**src/rtl/bpk_pkg.sv**
```systemverilog
package bpk_pkg;
  // register window locations whose position software relies on
  localparam int unsigned OFS_DATA = 4;
  localparam int unsigned OFS_CTRL = 15;
  // control bit positions
  localparam int unsigned CB_EN     = 0;
  localparam int unsigned CB_DMATCH = 1;
  localparam int unsigned CB_HIT    = 6;
  localparam int unsigned CB_FORCE  = 7;

  typedef struct packed {
    logic en;
    logic dmatch;
  } bpk_mode_t;
endpackage

```
**src/rtl/bpk_regs.sv**
```systemverilog
module bpk_regs
  import bpk_pkg::*;
#(
  parameter int unsigned ADDR_W = 16,
  parameter int unsigned REG_W  = 8,
  parameter int unsigned SEL_W  = 4
) (
  input  logic              clk,
  input  logic              rst,
  input  logic [SEL_W-1:0]  cfg_sel,
  input  logic              cfg_wr,
  input  logic [REG_W-1:0]  cfg_wdata,
  input  logic              hit_q,
  output logic [ADDR_W-1:0] match_addr,
  output logic [REG_W-1:0]  match_data,
  output bpk_mode_t         mode,
  output logic              ctrl_wr,
  output logic              force_req,
  output logic [REG_W-1:0]  cfg_rdata
);
  localparam int unsigned N_AB = ADDR_W / REG_W;

  logic [REG_W-1:0] abyte [N_AB];
  logic [REG_W-1:0] rd_d;
  logic             rsvd_sel;

  assign ctrl_wr   = cfg_wr && (cfg_sel == SEL_W'(OFS_CTRL));
  assign force_req = ctrl_wr && cfg_wdata[CB_FORCE] && cfg_wdata[CB_EN];

  // address bytes, one register per byte lane
  for (genvar b = 0; b < N_AB; b++) begin : g_abyte
    always_ff @(posedge clk) begin
      if (rst) abyte[b] <= '0;
      else if (cfg_wr && cfg_sel == SEL_W'(b)) abyte[b] <= cfg_wdata;
    end
    assign match_addr[b*REG_W +: REG_W] = abyte[b];
  end

  always_ff @(posedge clk) begin
    if (rst) begin
      match_data <= '0;
      mode       <= '0;
    end else begin
      if (cfg_wr && cfg_sel == SEL_W'(OFS_DATA)) match_data <= cfg_wdata;
      if (ctrl_wr) begin
        mode.en     <= cfg_wdata[CB_EN];
        mode.dmatch <= cfg_wdata[CB_DMATCH];
      end
    end
  end

  always_comb begin
    rd_d     = '0;
    rsvd_sel = 1'b1;
    for (int i = 0; i < N_AB; i++) begin
      if (cfg_sel == SEL_W'(i)) begin
        rd_d     = abyte[i];
        rsvd_sel = 1'b0;
      end
    end
    if (cfg_sel == SEL_W'(OFS_DATA)) begin
      rd_d     = match_data;
      rsvd_sel = 1'b0;
    end
    if (cfg_sel == SEL_W'(OFS_CTRL)) begin
      rd_d            = '0;
      rd_d[CB_EN]     = mode.en;
      rd_d[CB_DMATCH] = mode.dmatch;
      rd_d[CB_HIT]    = hit_q;
      rsvd_sel        = 1'b0;
    end
  end

  always_ff @(posedge clk) begin
    if (rst) cfg_rdata <= '0;
    else     cfg_rdata <= rd_d;
  end


  rsvd_read_zero_chk: assert property (@(posedge clk) disable iff (rst)
    rsvd_sel |=> cfg_rdata == '0);
endmodule

```
**src/rtl/bpk_match.sv**
```systemverilog
module bpk_match
  import bpk_pkg::*;
#(
  parameter int unsigned ADDR_W = 16,
  parameter int unsigned REG_W  = 8
) (
  input  logic              clk,
  input  logic              rst,
  input  logic [ADDR_W-1:0] bus_addr,
  input  logic [REG_W-1:0]  bus_data,
  input  logic              bus_vld,
  input  logic              bus_done,
  input  logic [ADDR_W-1:0] match_addr,
  input  logic [REG_W-1:0]  match_data,
  input  bpk_mode_t         mode,
  input  logic              ctrl_wr,
  input  logic              force_req,
  output logic              hit_q,
  output logic              nmi_n
);
  logic addr_eq, data_ok, bus_hit, hit_d;

  assign addr_eq = (bus_addr == match_addr);
  assign data_ok = !mode.dmatch || (bus_done && bus_data == match_data);
  assign bus_hit = mode.en && bus_vld && addr_eq && data_ok;
  // a new hit wins over a clear in the same cycle
  assign hit_d   = bus_hit || force_req || (hit_q && !ctrl_wr);

  always_ff @(posedge clk) begin
    if (rst) begin
      hit_q <= 1'b0;
      nmi_n <= 1'b1;
    end else begin
      hit_q <= hit_d;
      nmi_n <= !hit_d;
    end
  end


  hit_hold_chk: assert property (@(posedge clk) disable iff (rst)
    hit_q && !ctrl_wr |=> hit_q);

  idle_no_hit_chk: assert property (@(posedge clk) disable iff (rst)
    !hit_q && !bus_vld && !force_req |=> !hit_q);

  clear_chk: assert property (@(posedge clk) disable iff (rst)
    hit_q && ctrl_wr && !force_req && !bus_vld |=> !hit_q);

  data_gate_chk: assert property (@(posedge clk) disable iff (rst)
    !hit_q && mode.dmatch && !bus_done && !force_req |=> !hit_q);
endmodule

```
**src/rtl/bpk_breakpoint.sv**
```systemverilog
module bpk_breakpoint
  import bpk_pkg::*;
#(
  parameter int unsigned ADDR_W = 16,
  parameter int unsigned REG_W  = 8,
  parameter int unsigned SEL_W  = 4
) (
  input  logic              clk,
  input  logic              rst,
  input  logic [SEL_W-1:0]  cfg_sel,
  input  logic              cfg_wr,
  input  logic [REG_W-1:0]  cfg_wdata,
  output logic [REG_W-1:0]  cfg_rdata,
  input  logic [ADDR_W-1:0] bus_addr,
  input  logic [REG_W-1:0]  bus_data,
  input  logic              bus_vld,
  input  logic              bus_done,
  output logic              nmi_n
);
  logic [ADDR_W-1:0] match_addr;
  logic [REG_W-1:0]  match_data;
  bpk_mode_t         mode;
  logic              ctrl_wr, force_req, hit_q;

  bpk_regs #(.ADDR_W(ADDR_W), .REG_W(REG_W), .SEL_W(SEL_W)) u_regs (
    .clk(clk), .rst(rst), .cfg_sel(cfg_sel), .cfg_wr(cfg_wr),
    .cfg_wdata(cfg_wdata), .hit_q(hit_q), .match_addr(match_addr),
    .match_data(match_data), .mode(mode), .ctrl_wr(ctrl_wr),
    .force_req(force_req), .cfg_rdata(cfg_rdata)
  );

  bpk_match #(.ADDR_W(ADDR_W), .REG_W(REG_W)) u_match (
    .clk(clk), .rst(rst), .bus_addr(bus_addr), .bus_data(bus_data),
    .bus_vld(bus_vld), .bus_done(bus_done), .match_addr(match_addr),
    .match_data(match_data), .mode(mode), .ctrl_wr(ctrl_wr),
    .force_req(force_req), .hit_q(hit_q), .nmi_n(nmi_n)
  );


  nmi_tracks_hit_chk: assert property (@(posedge clk) disable iff (rst)
    nmi_n == !hit_q);
endmodule

```
**config.mk**
```make
export PLATFORM = sky130hd
export DESIGN_NAME = bpk_breakpoint
export DESIGN_NICKNAME = d
export VERILOG_FILES = /design/src/rtl/bpk_pkg.sv /design/src/rtl/bpk_regs.sv /design/src/rtl/bpk_match.sv /design/src/rtl/bpk_breakpoint.sv
export SDC_FILE = /design/constraint.sdc
export NUM_CORES = 1
export LEC_CHECK = 0
export BUFFER_PORTS_ARGS = -buffer_cell sky130_fd_sc_hd__buf_2
export CAP_MARGIN = 10
export CORE_ASPECT_RATIO = 0.7
export CORE_MARGIN = 3
export CORE_UTILIZATION = 50
export DETAILED_ROUTE_END_ITERATION = 12
export HOLD_SLACK_MARGIN = 0.08
export PLACE_DENSITY_LB_ADDON = 0.08
export SLEW_MARGIN = 20
export SYNTH_ARGS = -nofsm -noshare
export SYNTH_HDL_FRONTEND = slang
export SYNTH_HIERARCHICAL = 1
export SYNTH_SLANG_ARGS = --single-unit
```
**constraint.sdc**
```tcl
create_clock -name clk -period 2.2 [get_ports clk]
set_input_delay 0.33 -clock clk [delete_from_list [all_inputs] [get_ports clk]]
set_output_delay 0.33 -clock clk [all_outputs]
set_load 0.01 [all_outputs]
```
# Word level (Yosys, flattened, before mapping)
# Memory sizes are Yosys's and may differ from the RTL's.
# Cells that the tools add are included.
# word_totals
regBits	20
mem_bits_rw	16
out_inout_bits	9
mem_count	1
input_bits	41
# mem_list
name	words	word_bits	read_ports	rd_clocked_by_memory_dff	write_ports	line_no	source
u_regs.abyte	2	8	2	0	2	bpk_regs.sv:23	logic [REG_W-1:0] abyte [N_AB];
# op_classes
n_reduce_logical	19
n_eq_ne	5
mux	14
n_bitwise	2
# op_table
cell	n
2-to-1 mux 8 bit	5
== test 16 bit	1
logical AND 1 bit	11
== test 8 bit	1
2-to-1 mux 1 bit	8
2-to-1 mux 7 bit	1
== test 4 x 1 -> 1 bit (second input constant)	1
== test 4 x 3 -> 1 bit (second input constant)	1
== test 4 bit (second input constant)	1
zero test 4 bit	1
zero test 1 bit	3
logical OR 1 bit	3
bitwise OR 1 bit	2
OR reduction 2 bit	1

# Longest topological paths before layout
# Gate-level depths: netlist of the first run.
# logic_depth
word_depth	7
mapped_depth	7
mapped_depth_nobuf	6

# Hierarchy
# Netlist of the first run, hierarchy kept.
# by_module_without_submodules
mod	area_each_um2	instances	seq_area_each_um2	cells_per_inst
bpk_regs	1492.7	1	840.8	134
bpk_match	347.8	1	40.0	42

# Worst setup path after synthesis of the first run
# OpenSTA, ideal clock, no wires.
# synth_timing
path_kind	input port to flip-flop
startpoint	input port cfg_sel[3]
endpoint	memory u_regs.abyte[0][0], enable pin
setup_slack_ns	0.346
cell_stages	2
setup_time_ns	0.387
t_arrival_ns	1.467
path_cell_list	or3b_4 -> o31ai_1
# synth_rtl
item	line_no	source
from (decl)	bpk_breakpoint.sv:10	input logic [SEL_W-1:0] cfg_sel,
to (decl)	bpk_regs.sv:23	

# Worst setup path in the final report of the first run
# layout_timing
startpoint	register u_regs.match_data[3]
endpoint	register u_match.nmi_n
# layout_via
elab_chain_len	7
# layout_rtl
item	line_no	source
from (decl)	bpk_regs.sv:15	output logic [REG_W-1:0] match_data,
from (signal assigned)	bpk_regs.sv:44	if (cfg_wr && cfg_sel == SEL_W'(OFS_DATA)) match_data <= cfg_wdata;
== test 8 bit	bpk_match.sv:24	assign data_ok = !mode.dmatch || (bus_done && bus_data == match_data);
logical AND 1 bit	bpk_match.sv:24	
logical OR 1 bit	bpk_match.sv:24	
logical AND 1 bit	bpk_match.sv:25	assign bus_hit = mode.en && bus_vld && addr_eq && data_ok;
logical OR 1 bit (2 in series)	bpk_match.sv:27	assign hit_d = bus_hit || force_req || (hit_q && !ctrl_wr);
zero test 1 bit	bpk_match.sv:35	nmi_n <= !hit_d;
to (signal assigned)	bpk_match.sv:35	
to (decl)	bpk_match.sv:19	output logic nmi_n
# No other way between the ends.
# A chain may end at the register's enable or synchronous reset.

==> summary.md, run 1 <==
| Metric | Value |
|---|---|
| DRC viols | 0 |
| Total Nets Final | 266 |
| CTS buffer count | 5 |
| Worst r2r src | u_regs/match_data[3]$_SDFFE_PP0P_ |
| Cts hold-fix bufs | 0 |
| Number of synthesized flops with an enable pin | 16 |
| Clock slew at reported path FFs | roughly 70 ps |
| Crit. End Element | register |
| Vias in the first global route | 1482 |
| Critical path's top delay family | compound AO/OA/AOI/OAI gates |
| Period utilisation layout | 0.679 |
| Unrepaired setup endpoints after global routing | no |
| Hold WC Path Type | primary input to register |
| H-Tree Depth | 2 |
| Max cap viols | 0 |
| Final wirelength | ~4600 µm |
| R2R depth | 4 |
| Grt ovf | 0 |
| Minimum clock period | 1490 ps |
| CTS tree | built |
| FMAX | 0.669 GHz |
| Commonest non-fill, non-tap cell in the layout | buf_2 |
| Post-Synth Simple-Gate Area | 0.219 |
| Hold Path Depth | 3 |
| Post-synth top area share | 0.261 |
| Synthesized instance count | 176 |
| Ys Warns | 6 |
| Final Util | 0.658 |
| # rows | 17 |
| First-pass GRT wire length | about 7200 µm |
| Kind of critical path | register to register |
| Syn Std Cell Area | 1840 µm² |
| GP Congestion | 0.954 |
| Setup Skew | a little over 7 ps |
| Crit path required time | 2340 ps |
| Setup bufs post-CTS | 0 |
| Worst path buffer plus inverter count | 0 |
| Average vias per placed instance | 5.60 |
| Average cell area after synthesis | 10.5 µm² |
| CTS Buffer Depth | 2 |
| IO Count | 50 |
| Avg WL per Cell | between 15 and 20 µm |
| Hpwl dp | between 3000 and 4000 µm |
| CP Launch Type | register |
| Leakage | 0.849 nW |
| Distinct cells, synth | 34 |
| Critical path, cell by cell | xnor2_1 > nand4_1 > o31ai_1 > a41oi_1 |
| Pwr/cell area | 622 nW/µm² |
| CP max FO | 3 |
| Initial antenna violation count | 0 |
| Synth area leaders | edfxtp_1, dfxtp_1, xnor2_1 |
| Die H | about 57 µm |
| Vias | 1530 |
| Synth Area in Compound Gates | 0.114 |
| Fraction of the mapped netlist area in adder cells | 0 |
| Worst-margin pin slew | around 570 ps |
| DRT Pass-1 Iters | 7 |
| Initial DRC Count | roughly 140 |
| Initial Utilization | 0.551 |
| XOR/XNOR Fraction of Synth Area | 0.114 |
| Hold endpoint | u_regs/match_data[6]$_SDFFE_PP0P_ |
| Ant diodes | 0 |
| Post-synthesis sequential area ratio | 0.479 |
| Slew Viols, Final | 0 |
| Core ar. | about 3300 µm² |
| Die area | 4460 µm² |
| Tot GR Track Use | 0.220 |
| Syn-to-layout area delta | 19.4% |
| Worst Path Arrival | between 1500 and 2000 ps |
| CTS root buf | clkbuf_8 |
| CP max stage cell | o31ai_1 |
| Setup WS pre-CTS | approximately 450 ps |
| Rel. slew slack | 0.620 |
| Setup WS post-layout | 705 ps |
| Fraction of layout cells with a size suffix above 1 | 0.292 |
| Worst vdd ir | 0.000461 V |
| Pwr Total | 1.37 mW |
| Worst reg2reg path endpoint | u_match/nmi_n$_SDFF_PP1_ |
| Register bit total from synthesis | 36 |
| R2r setup slk | 710 ps |
| Post-DRT Antenna Nets | 0 |
| Startpoint of the worst hold path | cfg_wdata[6] |
| I/O Buffers | 49 |
| Clk sink count | 36 |
| Largest net degree at the start of global routing | 24 |
| Run status | finished, final reports clean |
| Most common flop cell mapped by yosys | dfxtp_1 |
| Clock latency on the worst-skew pair | roughly 290 ps |
| Setup-violating endpoint count in the final report | 0 |
| Post-cts resize count | 0 |
| Die width | 78.5 µm |
| Post-synth ARST share | 0 |
| Final hold violation count | 0 |
| Largest family of logic cells by synthesized area | simple AND/OR/NAND/NOR gates |
| Multiplexer area fraction after synthesis | 0.0455 |
| Area leader, netlist | edfxtp_1 |
| Most frequent cells in the layout | buf_2, xnor2_1, dfxtp_1 |
| TNS Setup | 0 ps |
| Max stage delay on crit path | 490 ps |
| Net count after synthesis | 217 |
-- report_power, final --
group / switching, mW / leakage, nW / total (mW) / internal, mW
clock: 0.220 / 0.0422 / 0.442 / 0.222
sequential: 0.0199 / 0.315 / 0.743 / 0.723
combinational: 0.0970 / 0.491 / 0.182 / 0.0847
-- worst reg2reg max path, cell delays in order, from the launching register on --
cell and delay, ps:
dfxtp_1 410, xnor2_1 130, nand4_1 110, o31ai_1 490, a41oi_1 190
-- synth_stat cells, drive strengths merged (2+ instances only) --
library cell	count
dfxtp	20
xor2	4
nor3	5
nand4	5
nor2	6
clkbuf	4
o31ai	2
edfxtp	16
mux2	3
a2bb2oi	5
buf	5
nor4b	2
and2	17
o21ai	10
inv	3
mux2i	5
a21oi	11
nor4	7
nand3	11
a221oi	3
xnor2	20
nand2	5
-- worst max-delay path by stage --
stage | startpoint | endpoint | slack [ps] | cells past startpoint
floorplan | cfg_sel[3] | u_regs/abyte[0][0]$_SDFFCE_PN0P_ | 350 | 2
global placement | cfg_sel[2] | u_regs/abyte[0][3]$_SDFFCE_PN0P_ | 530 | 4
detailed placement | cfg_sel[0] | u_regs/abyte[1][0]$_SDFFCE_PN0P_ | 450 | 4
CTS | u_regs/match_data[3]$_SDFFE_PP0P_ | u_match/nmi_n$_SDFF_PP1_ | 730 | 4
global route | cfg_sel[0] | u_regs/abyte[1][0]$_SDFFCE_PN0P_ | 610 | 4
finish | u_regs/match_data[3]$_SDFFE_PP0P_ | u_match/nmi_n$_SDFF_PP1_ | 710 | 4
-- state kept, by name, indices dropped and copies added (netlist names) --
| register | count |
|---|---|
| u_match/hit_q | 1 |
| u_match/nmi_n | 1 |
| u_regs/abyte | 16 |
| u_regs/cfg_rdata | 8 |
| u_regs/match_data | 8 |
| u_regs/mode | 2 |
-- metrics by stage --
step,instance area (µm²),hold WS [ps],instances
detailed placement,2120,499,265
CTS,2200,305,273
global placement,2120,485,265
floorplan,1840,467,176
finish,2200,310,273
global route,2200,314,273
-- layout make-up --
class | instances | area, µm²
fillers | 295 | 1140
multi-input cells | 128 | 906
flip-flops and latches | 36 | 881
repair buffers | 51 | 260
clock buffers | 7 | 76.3
well taps | 47 | 58.8
inverters | 3 | 11.3
clock inverters | 1 | 5.00
-- logic make-up after synthesis --
group | Yosys count
xor+xnor | 24
mux | 8
flops | 36
buf+inv | 12
compound gates | 33
simple gates | 63
-- per-layer routing --
layer / track usage / wire [µm]
met1: 0.301 / 2140
met3: 0.0545 / 267
met5: 0 / 0
met4: 0.0848 / 97
met2: 0.334 / 2110
(Power assumes the default switching activity.)
==> run 2: changes to the inputs <==
--- a/config.mk
+++ b/config.mk
@@ -9,7 +9,7 @@
 export CAP_MARGIN = 10
 export CORE_ASPECT_RATIO = 0.7
 export CORE_MARGIN = 3
-export CORE_UTILIZATION = 50
+export CORE_UTILIZATION = 47
 export DETAILED_ROUTE_END_ITERATION = 12
 export HOLD_SLACK_MARGIN = 0.08
 export PLACE_DENSITY_LB_ADDON = 0.08
==> constraint.sdc (replaced) <==
create_clock -name clk -period 1.32 [get_ports clk]
set_input_delay 0.198 -clock clk [delete_from_list [all_inputs] [get_ports clk]]
set_output_delay 0.198 -clock clk [all_outputs]
set_load 0.01 [all_outputs]
==> summary.md, run 2 (same netlist as run 1, synthesis figures left out) <==
| Metric | Value |
|---|---|
| Run status | finished, final reports clean |
| Avg WL per Cell | 17.0 µm (+0.65%) |
| Worst-margin pin slew | 417 ps (-148 ps) |
| CTS root buf | clkbuf_8 |
| Rel. slew slack | 0.721 (+0.102) |
| Max reg flops | 16 (unchanged) |
| FMAX | 0.786 GHz (+18%) |
| Worst Path Arrival | 1420 ps (-210 ps) |
| Largest Register | u_regs/abyte |
| Clock slew at reported path FFs | 70 ps (about the same) |
| GP Congestion | 0.886 (-7.1%) |
| R2r setup slk | 50 ps (-660 ps) |
| Period utilisation layout | 0.964 (+0.284) |
| Hold endpoint | u_regs/match_data[2]$_SDFFE_PP0P_ |
| Worst r2r src | u_regs/abyte[1][5]$_SDFFCE_PN0P_ |
| Setup Skew | 3.53 ps (-3.74 ps) |
| Grt ovf | 0 (unchanged) |
| Worst reg2reg path endpoint | u_match/nmi_n$_SDFF_PP1_ |
| Non-filler cells, final | 298 (+9.2%) |
| Startpoint of the worst hold path | cfg_wdata[2] |
| Die H | 58.4 µm (+2.8%) |
| CP max FO | 2 (-1) |
| Ant diodes | 0 (unchanged) |
| Most frequent cells in the layout | buf_2, buf_4, xnor2_1, dfxtp_1 |
| Final wirelength | 5080 µm (+9.9%) |
| Placed Cells | 290 (+9.4%) |
| Leakage | 0.988 nW (+16%) |
| Clock latency on the worst-skew pair | 280 ps (about the same) |
| # rows | 18 (+1) |
| Vias in the first global route | 1707 (+15%) |
| Final Util | 0.671 (+0.0125) |
| Total Nets Final | 288 (+8.3%) |
| Crit path required time | 1470 ps (-870 ps) |
| H-Tree Depth | 2 (unchanged) |
| Hold WC Path Type | primary input to register |
| Crit. End Element | register |
| R2R depth | 4 (unchanged) |
| Initial antenna violation count | 0 (unchanged) |
| CP Launch Type | register |
| Average vias per placed instance | 5.48 (-2.2%) |
| Cts hold-fix bufs | 0 (unchanged) |
| Tot GR Track Use | 0.231 (+0.0111) |
| Fraction of layout cells with a size suffix above 1 | 0.391 (+0.0991) |
| Hold Path Depth | 3 (unchanged) |
| Initial Utilization | 0.504 (-0.0467) |
| Max cap viols | 0 (unchanged) |
| First-pass GRT wire length | 7940 µm (+9.8%) |
| Die width | 80.8 µm (+2.9%) |
| Die area | 4710 µm² (+5.8%) |
| Vias | 1633 (+6.7%) |
| I/O Buffers | 49 (unchanged) |
| Setup-violating endpoint count in the final report | 0 (unchanged) |
| Largest registers | u_regs/abyte: 16 flops, u_regs/cfg_rdata: 8 flops, u_regs/match_data: 8 flops |
| CTS buffer count | 5 (unchanged) |
| Syn-to-layout area delta | 33.0% |
| IO Count | 50 (unchanged) |
| Commonest non-fill, non-tap cell in the layout | buf_2 |
| CTS Buffer Depth | 2 (unchanged) |
| Setup bufs post-CTS | 0 (unchanged) |
| Post-Place Cell Area | 2310 µm² (+9.3%) |
| Kind of critical path | register to register |
| Pwr/cell area | 1000 nW/µm² (+61%) |
| Core ar. | 3650 µm² (+9.3%) |
| Post-DRT Antenna Nets | 0 (unchanged) |
| Unrepaired setup endpoints after global routing | yes |
| DRC viols | 0 (unchanged) |
| Hpwl dp | 4060 µm (+10%) |
| Worst vdd ir | 0.000621 V (+35%) |
| Slew Viols, Final | 0 (unchanged) |
| Clk sink count | 36 (unchanged) |
| Post-route cell area | 2450 µm² (+11%) |
| Final hold violation count | 0 (unchanged) |
| Largest net degree at the start of global routing | 12 (-50%) |
| CTS tree | built |
| Initial DRC Count | 175 (+24%) |
| Minimum clock period | 1270 ps (-223 ps) |
| DRT Pass-1 Iters | 4 (-3) |
==> run 2: changes by cell type in the layout (fill, tap and decap cells not counted), sizes merged <==
| cell | delta |
|---|---|
| buf | +22 |
| clkbuf | +1 |
| clkinv | -1 |
==> run 2: where the power goes <==
group          total (mW)  leakage, nW  switching (mW)  internal [mW]
combinational       0.363        0.621           0.184          0.179
clock               0.846       0.0515           0.370          0.476
sequential           1.24        0.315          0.0325           1.20
total                2.45        0.988           0.587           1.86
==> run 2: timing repair <==
action                     in CTS  in global routing
setup endpoints to repair       2                  5
gates resized for setup         1                  5
gates cloned                    0                  0
pin swaps                       1                  2
==> run 2: per-stage QoR <==
step	setup slack (ps)	TNS, ps	power [mW]	hold slack [ps]
2_1_floorplan	3.67	0	1.43	346
3_3_place_gp	-128	-2230	1.60	483
3_5_place_dp	-186	-3180	1.61	486
4_1_cts	11.5	0	2.44	190
5_1_grt	-30.7	-31.8	2.54	208
6_report	48.1	0	2.45	192
==> run 2: per-layer routing <==
layer / wire length, µm / vias up / global-route usage
li1: - / 787 / -
met2: 2260 / 79 / 0.354
met4: 154 / 0 / 0.111
met1: 2230 / 752 / 0.311
met5: 0 / - / 0
met3: 433 / 15 / 0.0550
==> run 2: final cells by class <==
type,instances,area [µm²]
Inverter,3,11.3
Fill cell,292,1200
Tap cell,50,62.6
Sequential cell,36,882
Multi-Input combinational cell,128,953
Clock buffer,8,100
Timing Repair Buffer,73,438
==> run 2: worst max path at each step <==
stage / slack [ps] / from / to / cells past startpoint
finish: 50 / u_regs/abyte[1][5]$_SDFFCE_PN0P_ / u_match/nmi_n$_SDFF_PP1_ / 4
global route: -30 / u_regs/match_data[5]$_SDFFE_PP0P_ / u_match/nmi_n$_SDFF_PP1_ / 5
CTS: 10 / u_regs/abyte[0][0]$_SDFFCE_PN0P_ / u_regs/cfg_rdata[0]$_SDFF_PP0_ / 3
detailed placement: -190 / cfg_sel[3] / u_regs/abyte[1][4]$_SDFFCE_PN0P_ / 4
global placement: -130 / cfg_sel[3] / u_regs/abyte[0][1]$_SDFFCE_PN0P_ / 4
floorplan: 4 / cfg_sel[3] / u_regs/abyte[0][0]$_SDFFCE_PN0P_ / 2
==> run 2: worst max-delay path: stages (launching register included) <==
cell and delay (ps):
edfxtp_1 440, xnor2_1 200, nand4_1 150, nor4_2 210
a41oi_1 150
==> run 3: changes to the inputs <==
--- a/config.mk
+++ b/config.mk
@@ -13,6 +13,7 @@
 export DETAILED_ROUTE_END_ITERATION = 12
 export HOLD_SLACK_MARGIN = 0.08
 export PLACE_DENSITY_LB_ADDON = 0.08
+export RECOVER_POWER = 25
 export SLEW_MARGIN = 20
 export SYNTH_ARGS = -nofsm -noshare
 export SYNTH_HDL_FRONTEND = slang
==> summary.md, run 3 (same netlist as run 1, synthesis figures left out) <==
| Metric | Value |
|---|---|
| First-pass GRT wire length | 7940 µm (unchanged) |
| Initial DRC Count | 182 (+4.0%) |
| Die area | 4710 µm² (unchanged) |
| Die width | 80.8 µm (unchanged) |
| Combinational power share | 0.148 (about the same) |
| Cts hold-fix bufs | 0 (unchanged) |
| Grt ovf | 0 (unchanged) |
| # rows | 18 (unchanged) |
| Period utilisation layout | 0.975 (+0.0114) |
| Max stage delay on crit path | 440 ps (about the same) |
| Rel. slew slack | 0.702 (-0.0195) |
| CP max stage cell | edfxtp_1 |
| Die H | 58.4 µm (unchanged) |
| Clock latency on the worst-skew pair | 280 ps (about the same) |
| I/O Buffers | 49 (unchanged) |
| Largest registers | u_regs/abyte: 16 flops, u_regs/cfg_rdata: 8 flops, u_regs/match_data: 8 flops |
| Crit. End Element | register |
| Largest Register | u_regs/abyte |
| Commonest non-fill, non-tap cell in the layout | buf_2 |
| Setup WS post-layout | 33.1 ps (-15.0 ps) |
| Reg power frac | 0.506 (about the same) |
| Setup Skew | 3.30 ps (-0.236 ps) |
| Pwr Total | 2.45 mW (about the same) |
| Hold WC Path Type | primary input to register |
| Run status | finished, final reports clean |
| Avg WL per Cell | 17.2 µm (+1.0%) |
| Crit path required time | 1470 ps (about the same) |
| Core ar. | 3650 µm² (unchanged) |
| Largest net degree at the start of global routing | 12 (unchanged) |
| IO Count | 50 (unchanged) |
| Max reg flops | 16 (unchanged) |
| Post-DRT Antenna Nets | 0 (unchanged) |
| H-Tree Depth | 2 (unchanged) |
| Most frequent cells in the layout | buf_2, buf_4, xnor2_1, dfxtp_1 |
| Initial antenna violation count | 0 (unchanged) |
| Sw Share | 0.241 (+0.00140) |
| Total Nets Final | 288 (unchanged) |
| Pwr/cell area | 1010 nW/µm² (+0.80%) |
| Syn-to-layout area delta | 32.0% |
| Critical path, cell by cell | xnor2_1 > nand4_1 > nor4_2 > a41oi_1 |
| Clock slew at reported path FFs | 70 ps (about the same) |
| CP Launch Type | register |
| Max cap viols | 0 (unchanged) |
| Unrepaired setup endpoints after global routing | yes |
| Initial Utilization | 0.504 (unchanged) |
| Setup WS pre-CTS | -186 ps (unchanged) |
| DRT Pass-1 Iters | 5 (+1) |
| Tot GR Track Use | 0.231 (unchanged) |
| DRC viols | 0 (unchanged) |
| FMAX | 0.777 GHz (-1.2%) |
| Setup bufs post-CTS | 0 (unchanged) |
| Int Power | 1.86 mW (-0.16%) |
| Clock Power Share | 0.347 (about the same) |
| Setup-violating endpoint count in the final report | 0 (unchanged) |
| Psw | 0.591 mW (+0.61%) |
| Final wirelength | 5130 µm (+1.0%) |
| Worst Path Arrival | 1440 ps (+20 ps) |
| CTS root buf | clkbuf_8 |
| Kind of critical path | register to register |
| CTS buffer count | 5 (unchanged) |
| Vias in the first global route | 1707 (unchanged) |
| CTS tree | built |
| Slew Viols, Final | 0 (unchanged) |
| Final Util | 0.666 (-0.00514) |
| GP Congestion | 0.886 (unchanged) |
| Leakage | 0.946 nW (-4.2%) |
| Ant diodes | 0 (unchanged) |
| Worst hold slack | 196 ps (+4.38 ps) |
| Minimum clock period | 1290 ps (+15.0 ps) |
| CTS Buffer Depth | 2 (unchanged) |
| Worst vdd ir | 0.000618 V (-0.52%) |
| Clk sink count | 36 (unchanged) |
| Hpwl dp | 4060 µm (unchanged) |
| Average vias per placed instance | 5.58 (+1.8%) |
| Vias | 1662 (+1.8%) |
| CP max FO | 2 (unchanged) |
| Worst-margin pin slew | 445 ps (+28.2 ps) |
| Final hold violation count | 0 (unchanged) |
| Fraction of layout cells with a size suffix above 1 | 0.343 (-0.0484) |
## run 3: critical path: cells and delay by family, from the launching register on
family | cells | cell delay (ps)
xor+xnor | 1 | 200
flops | 1 | 440
simple gates | 2 | 360
compound gates | 1 | 150
## run 3: what timing repair did
item / 4_1_cts / 5_1_grt
gates resized for setup: 1 / 5
endpoints found under the setup margin: 2 / 5
pin swaps: 1 / 2
## run 3: cell type report
class                   instances  area, µm²
clock buffers                   8        100
fillers                       297       1220
inverters                       3       11.3
multi-input cells             128        951
flip-flops and latches         36        882
well taps                      50       62.6
repair buffers                 73        422
## run 3: worst paths after layout
kind	cells after the start	end	slack (ps)	start
min	3	u_regs/match_data[6]$_SDFFE_PP0P_	200	cfg_wdata[6]
min reg2reg	2	u_regs/mode[1]$_SDFFE_PP0P_	500	u_regs/mode[1]$_SDFFE_PP0P_
max reg2reg	4	u_match/nmi_n$_SDFF_PP1_	30	u_regs/abyte[1][5]$_SDFFCE_PN0P_
max	4	u_match/nmi_n$_SDFF_PP1_	30	u_regs/abyte[1][5]$_SDFFCE_PN0P_
## run 3: per-layer routing
metal,global-route usage,up-vias,routed length [µm]
met4,0.111,0,157
met1,0.311,775,2270
met3,0.0550,15,418
met5,0,-,0
met2,0.354,87,2280
li1,-,785,-
## run 3: metrics by stage
stage               area (µm²)  setup TNS, ps  cells
global route              2430          -31.8    298
detailed placement        2310          -3180    290
global placement          2310          -2230    290
finish                    2430              0    298
CTS                       2420              0    298
floorplan                 1860              0    176
## run 3: power groups by stage
stage	registers (mW)	logic (mW)	clock network (mW)
floorplan	1.25	0.180	0
global placement	1.26	0.338	0
detailed placement	1.26	0.349	0
CTS	1.24	0.353	0.857
global route	1.24	0.389	0.903
finish	1.24	0.361	0.848
